$ cat config.mk
export PLATFORM = sky130hd
export DESIGN_NAME = term_addr_latch
export DESIGN_NICKNAME = d
export VERILOG_FILES = /design/src/rtl/tal_pkg.sv /design/src/rtl/tal_cfg_regs.sv /design/src/rtl/tal_sync_edge.sv /design/src/rtl/tal_addr_latch.sv /design/src/rtl/tal_resp_check.sv /design/src/rtl/term_addr_latch.sv
export SDC_FILE = /design/constraint.sdc
export NUM_CORES = 1
export LEC_CHECK = 0
export ABC_AREA = 0
export CAP_MARGIN = 20
export CORE_MARGIN = 3
export CORE_UTILIZATION = 35
export DETAILED_ROUTE_END_ITERATION = 6
export PLACE_DENSITY = 0.77
export SETUP_SLACK_MARGIN = 0.4
export SYNTH_ARGS = -nofsm -noshare
export SYNTH_HDL_FRONTEND = slang
export SYNTH_SLANG_ARGS = --single-unit
export TNS_END_PERCENT = 50
$ cat constraint.sdc
create_clock -name clk -period 1.6 [get_ports clk]
set_clock_uncertainty 0.2 [all_clocks]
set_input_delay 0.24 -clock clk [delete_from_list [all_inputs] [get_ports clk]]
set_output_delay 0.24 -clock clk [all_outputs]
set_load 0.01 [all_outputs]
$ cat src/rtl/tal_pkg.sv
package tal_pkg;
  localparam int ADDR_W = 5;
  localparam logic [ADDR_W-1:0] BCAST_ADDR = '1;

  typedef enum logic [1:0] {
    REG_MODE  = 2'd0,
    REG_OPT   = 2'd1,
    REG_ALOAD = 2'd2,
    REG_SRC   = 2'd3
  } reg_sel_e;

  // odd number of ones over address and parity
  function automatic logic parity_odd(input logic [ADDR_W-1:0] a, input logic p);
    return ^{a, p};
  endfunction

  // 1 when the command must be answered
  function automatic logic cmd_accept(input logic [ADDR_W-1:0] cmd,
                                      input logic [ADDR_W-1:0] held,
                                      input logic pok);
    return (cmd == BCAST_ADDR) || ((cmd == held) && pok);
  endfunction
endpackage

$ cat src/rtl/tal_cfg_regs.sv
module tal_cfg_regs #(
  parameter int DATA_W  = 16,
  parameter int ENH_BIT = 15,
  parameter int LEN_BIT = 3,
  parameter int SRC_BIT = 5
) (
  input  logic              clk,
  input  logic              rst_n,
  input  logic              wr,
  input  logic [1:0]        sel,
  input  logic [DATA_W-1:0] wdata,
  output logic              enh,
  output logic              len,
  output logic              src_bus,
  output logic              aload_wr
);
  import tal_pkg::*;

  logic unused_bits;
  assign unused_bits = ^wdata;

  always_ff @(posedge clk) begin
    if (!rst_n) begin
      enh     <= 1'b0;
      len     <= 1'b0;
      src_bus <= 1'b0;
    end else if (wr) begin
      if (sel == REG_MODE) enh     <= wdata[ENH_BIT];
      if (sel == REG_OPT)  len     <= wdata[LEN_BIT];
      if (sel == REG_SRC)  src_bus <= wdata[SRC_BIT];
    end
  end

  assign aload_wr = wr && (sel == REG_ALOAD);
endmodule

$ cat src/rtl/tal_sync_edge.sv
module tal_sync_edge #(
  parameter int STAGES = 2
) (
  input  logic clk,
  input  logic rst_n,
  input  logic async_in,
  output logic level,
  output logic rise
);
  logic [STAGES:0] sh;

  for (genvar i = 0; i <= STAGES; i++) begin : g_stage
    if (i == 0) begin : g_first
      always_ff @(posedge clk) begin
        if (!rst_n) sh[0] <= 1'b0;
        else        sh[0] <= async_in;
      end
    end else begin : g_next
      always_ff @(posedge clk) begin
        if (!rst_n) sh[i] <= 1'b0;
        else        sh[i] <= sh[i-1];
      end
    end
  end

  assign level = sh[STAGES-1];
  assign rise  = sh[STAGES-1] & ~sh[STAGES];
endmodule

$ cat src/rtl/tal_addr_latch.sv
module tal_addr_latch #(
  parameter int ADDR_W = 5
) (
  input  logic              clk,
  input  logic              rst_n,
  input  logic [ADDR_W-1:0] strap_addr,
  input  logic              strap_par,
  input  logic [ADDR_W-1:0] bus_addr,
  input  logic              bus_par,
  input  logic              level,
  input  logic              rise,
  input  logic              aload_wr,
  input  logic              enh,
  input  logic              len,
  input  logic              src_bus,
  output logic [ADDR_W-1:0] addr_q,
  output logic              par_q,
  output logic              load_pin_ev,
  output logic              load_host_ev
);
  logic init_q;

  assign load_pin_ev  = init_q | ~level | rise;
  assign load_host_ev = ~load_pin_ev & aload_wr & enh & len;

  always_ff @(posedge clk) begin
    if (!rst_n) begin
      init_q <= 1'b1;
      addr_q <= '0;
      par_q  <= 1'b0;
    end else begin
      init_q <= 1'b0;
      if (load_pin_ev || (load_host_ev && !src_bus)) begin
        addr_q <= strap_addr;
        par_q  <= strap_par;
      end else if (load_host_ev) begin
        addr_q <= bus_addr;
        par_q  <= bus_par;
      end
    end
  end
endmodule

$ cat src/rtl/tal_resp_check.sv
module tal_resp_check #(
  parameter int ADDR_W = 5
) (
  input  logic [ADDR_W-1:0] held_addr,
  input  logic              held_par,
  input  logic              cmd_valid,
  input  logic [ADDR_W-1:0] cmd_addr,
  output logic              par_ok,
  output logic              no_resp
);
  import tal_pkg::*;

  assign par_ok  = parity_odd(held_addr, held_par);
  assign no_resp = cmd_valid && !cmd_accept(cmd_addr, held_addr, par_ok);
endmodule

$ cat src/rtl/term_addr_latch.sv
module term_addr_latch #(
  parameter int DATA_W      = 16,
  parameter int SYNC_STAGES = 2
) (
  input  logic                      clk,
  input  logic                      rst_n,
  input  logic [tal_pkg::ADDR_W-1:0] strap_addr,
  input  logic                      strap_par,
  input  logic                      latch_pin,
  input  logic                      host_wr,
  input  logic [1:0]                host_sel,
  input  logic [DATA_W-1:0]         host_wdata,
  input  logic                      cmd_valid,
  input  logic [tal_pkg::ADDR_W-1:0] cmd_addr,
  output logic [tal_pkg::ADDR_W-1:0] term_addr,
  output logic                      term_par,
  output logic                      par_ok,
  output logic                      no_resp
);
  import tal_pkg::*;

  localparam int BUS_LSB = 1;
  localparam int BUS_MSB = BUS_LSB + ADDR_W - 1;

  logic enh, len, src_bus, aload_wr;
  logic lvl, rise;
  logic load_pin_ev, load_host_ev;

  tal_cfg_regs #(.DATA_W(DATA_W)) u_cfg (
    .clk(clk), .rst_n(rst_n), .wr(host_wr), .sel(host_sel), .wdata(host_wdata),
    .enh(enh), .len(len), .src_bus(src_bus), .aload_wr(aload_wr)
  );

  tal_sync_edge #(.STAGES(SYNC_STAGES)) u_sync (
    .clk(clk), .rst_n(rst_n), .async_in(latch_pin), .level(lvl), .rise(rise)
  );

  tal_addr_latch #(.ADDR_W(ADDR_W)) u_latch (
    .clk(clk), .rst_n(rst_n),
    .strap_addr(strap_addr), .strap_par(strap_par),
    .bus_addr(host_wdata[BUS_MSB:BUS_LSB]), .bus_par(host_wdata[0]),
    .level(lvl), .rise(rise), .aload_wr(aload_wr),
    .enh(enh), .len(len), .src_bus(src_bus),
    .addr_q(term_addr), .par_q(term_par),
    .load_pin_ev(load_pin_ev), .load_host_ev(load_host_ev)
  );

  tal_resp_check #(.ADDR_W(ADDR_W)) u_resp (
    .held_addr(term_addr), .held_par(term_par),
    .cmd_valid(cmd_valid), .cmd_addr(cmd_addr),
    .par_ok(par_ok), .no_resp(no_resp)
  );
endmodule

==> results.yml <==
outcome:
  violations: "negative setup slack"
  outcome: "finished, violations left"
sta:
  setup_violations: 2
  max_slew_headroom_pct: 80.36
  fin_crit_sh_pct: 118.6
  finalHoldViolCount: 0
  final_critical_path_setup_slack_ns: -0.2980
  worst-slew-pin-transition_ns: 0.2928
  report.final.slew_viol_count: 0
  finalWorstPathRequiredPeriod_ns: 1.898
  max_freq_mhz: 526.9
  rsz0062_at_grt: "yes"
finish:
  mostFrequentLayoutCell: "sky130_fd_sc_hd__clkdlybuf4s50_1"
  fin_nets: 146
  fin_util_pct: 69.68
  final_cell_count_no_fill: 136
  layout.cells.most_common_list: "21 x sky130_fd_sc_hd__clkdlybuf4s50_1, 14 x sky130_fd_sc_hd__buf_6, 8 x sky130_fd_sc_hd__a211oi_2"
  flow.area_growth_from_synthesis_pct: 82.87
  antenna-diode-count: 0
  drive_gt1_share_pct: 45.95
critical_path:
  timing.rr.start: "u_latch.init_q"
  required_ns: 1.16
  r2r_cells: 4
  r2r_slack_ns: 0.21
  cp-start-kind: "flop"
  timing.critical_path.fanout_max: 2
  critPathKind: "flop to output port"
  timing.critical_path.arrival_ns: 1.46
  timing.critical_path.to_type: "output port"
  worst_setup_path_startpoint: "u_latch.par_q"
placement:
  place.port_buffers: 32
  hpwl_mm: 1.339
  dp_cells: 131
  routabilityCongestion: 0.6653
global_routing:
  globalRouteTotalUtil_pct: 15.31
  grt_start_max_net_pins: 11
  grt_overflow_total: 0
  antenna_found_initial: 0
  grt_pass1_vias: 692
  grt_first_pass_wirelength_mm: 2.946
flow_run:
  number_of_max_cap_violations: 0
pwr:
  power.ir.vdd_worst_mv: 0.3570
  leakage_nw: 0.4998
  powerDensity_nw_per_um2: 620.3
hold_path:
  hold_class: "flop to flop"
  worst_hold_path_startpoint: "u_sync.sh[0]"
  timing.hold.worst_path_depth: 1
floorplan:
  initial_core_utilization_pct: 38.11
  num_io_pins: 42
  die_w_um: 50.06
  fp.dieArea_um2: 2506
  fp.dieH_um: 50.06
  placeableCoreArea_um2: 1783
  core.rowCount: 15
clocking:
  cts_tree: "yes"
  clkSlewWorstSetupHoldPaths_ns: 0.08
  cts-root-to-sink-buffers: 2
  holdBufCountCts: 0
  ctsHtreeMaxLevel: 1
  insertion_delay_ns: 0.27
  clockRootBuffer: "sky130_fd_sc_hd__clkbuf_4"
  cts_sinks: 13
  cts_buffers: 3
synthesis:
  synthesis.yosys.warnings: 0
  synth_top_cells_by_area: "sky130_fd_sc_hd__dfxtp_1 38%, sky130_fd_sc_hd__mux2i_1 13%, sky130_fd_sc_hd__a211oi_1 13%"
  synthDistinctLibCells: 21
  synth.avg_cell_area_um2: 10.29
  synth_top_area_share_pct: 38.31
  synth-seq-area-share_pct: 38.31
  syn_area_um2: 679.4
  ys_seq_elements: 13
  netlist_instances: 66
  postSynthNetCount: 100
  post-synth-top-area-cell: "sky130_fd_sc_hd__dfxtp_1"
drt:
  initialDrtViolationCount: 2
  detailroute.via_count: 680
  post_drt_wl_per_cell_um: 13.91
  via_per_inst: 5.000
  dr.pass1.iters: 2
  detail_route.wirelength_mm: 1.892
  post-route-drc-count: 0
  drt.antenna.violating_nets: 0
power breakdown:
group          switching, mW  internal, mW  total, mW
Clock                  0.109        0.0965      0.206
Combinational         0.0795         0.136      0.215
Sequential            0.0100         0.340      0.350
worst paths after layout:
check | endpoint
setup / recovery | no_resp
setup reg to reg | u_latch.addr_q[4]
hold reg to reg | u_sync.level
hold / removal | u_sync.level
cells by family (layout without fill, tap and decap cells):
logic type / after synthesis / in the layout / synth area share [%]
DFF: 13 / 13 / 38.31
buffers and inverters: 4 / 49 / 3.681
xor gates and xnor gates: 9 / 9 / 13.63
AOI/OAI and AO/OA: 15 / 15 / 17.13
and+or+nand+nor: 16 / 16 / 13.99
muxes: 9 / 9 / 13.26
metrics by stage:
| stage | hold slack (ns) | instance area [um^2] | TNS, ns | power, mW | worst slack, ns |
|---|---|---|---|---|---|
| global route | 0.2664 | 1242 | -0.6544 | 0.8124 | -0.4084 |
| CTS | 0.2550 | 1195 | -0.5485 | 0.7693 | -0.3328 |
| global placement | 0.2190 | 1111 | -1.529 | 0.5551 | -0.5103 |
| detailed placement | 0.2413 | 1111 | -1.746 | 0.5589 | -0.5342 |
| finish | 0.2500 | 1242 | -0.4807 | 0.7707 | -0.2980 |
| floorplan | 0.1530 | 706.9 | -0.001338 | 0.4323 | -0.001338 |
timing repair:
action / CTS / global route
setup buffers: 0 / 1
resized for setup: 58 / 11
hold endpoints to repair: 0 / 0
pin swaps: 11 / 9
setup endpoints to repair: 16 / 14
flip-flops by register name, indices dropped and copies added (netlist names):
name	count
u_cfg.enh	1
u_cfg.len	1
u_latch.par_q	1
u_cfg.src_bus	1
u_sync.level	1
u_latch.init_q	1
u_sync.sh	2
u_latch.addr_q	5
layout make-up:
cell class                      count  area (um^2)
Sequential cell                    13        272.8
Multi-Input combinational cell     49        474.2
Fill cell                         149        540.5
Tap cell                           25        31.28
Timing Repair Buffer               44        434.2
Inverter                            1        3.754
Clock buffer                        4        26.28
critical path, cell delays in order (launching register included):
cell and delay [ns]:
sky130_fd_sc_hd__dfxtp_2 0.34, sky130_fd_sc_hd__xnor2_2 0.14, sky130_fd_sc_hd__xnor3_1 0.44, sky130_fd_sc_hd__a31oi_2 0.13, sky130_fd_sc_hd__buf_2 0.15
cell usage after synthesis:
library cell	n
sky130_fd_sc_hd__dfxtp_1	13
sky130_fd_sc_hd__a211oi_1	12
sky130_fd_sc_hd__mux2i_1	9
sky130_fd_sc_hd__xor2_1	5
sky130_fd_sc_hd__nor2_1	4
sky130_fd_sc_hd__and2_1	3
sky130_fd_sc_hd__xnor2_1	3
sky130_fd_sc_hd__and4b_1	2
sky130_fd_sc_hd__nand3_1	2
sky130_fd_sc_hd__nand3b_1	2
sky130_fd_sc_hd__a21o_4	1
sky130_fd_sc_hd__a31oi_1	1
sky130_fd_sc_hd__buf_2	1
sky130_fd_sc_hd__buf_6	1
sky130_fd_sc_hd__clkbuf_2	1
sky130_fd_sc_hd__inv_2	1
sky130_fd_sc_hd__nand2_1	1
sky130_fd_sc_hd__nor3_1	1
sky130_fd_sc_hd__nor3b_1	1
sky130_fd_sc_hd__o21ai_0	1
sky130_fd_sc_hd__xnor3_1	1
metal layers:
| layer | vias to the layer above | share of wire [%] | global-route usage, % |
|---|---|---|---|
| met4 | 0 | 0.58 | 8.295 |
| met3 | 2 | 6.2 | 3.625 |
| met2 | 25 | 53 | 28.48 |
| met5 | - | 0 | 0 |
| li1 | 339 | - | - |
| met1 | 314 | 40 | 15.26 |
Power figures use the tool's default switching activity.
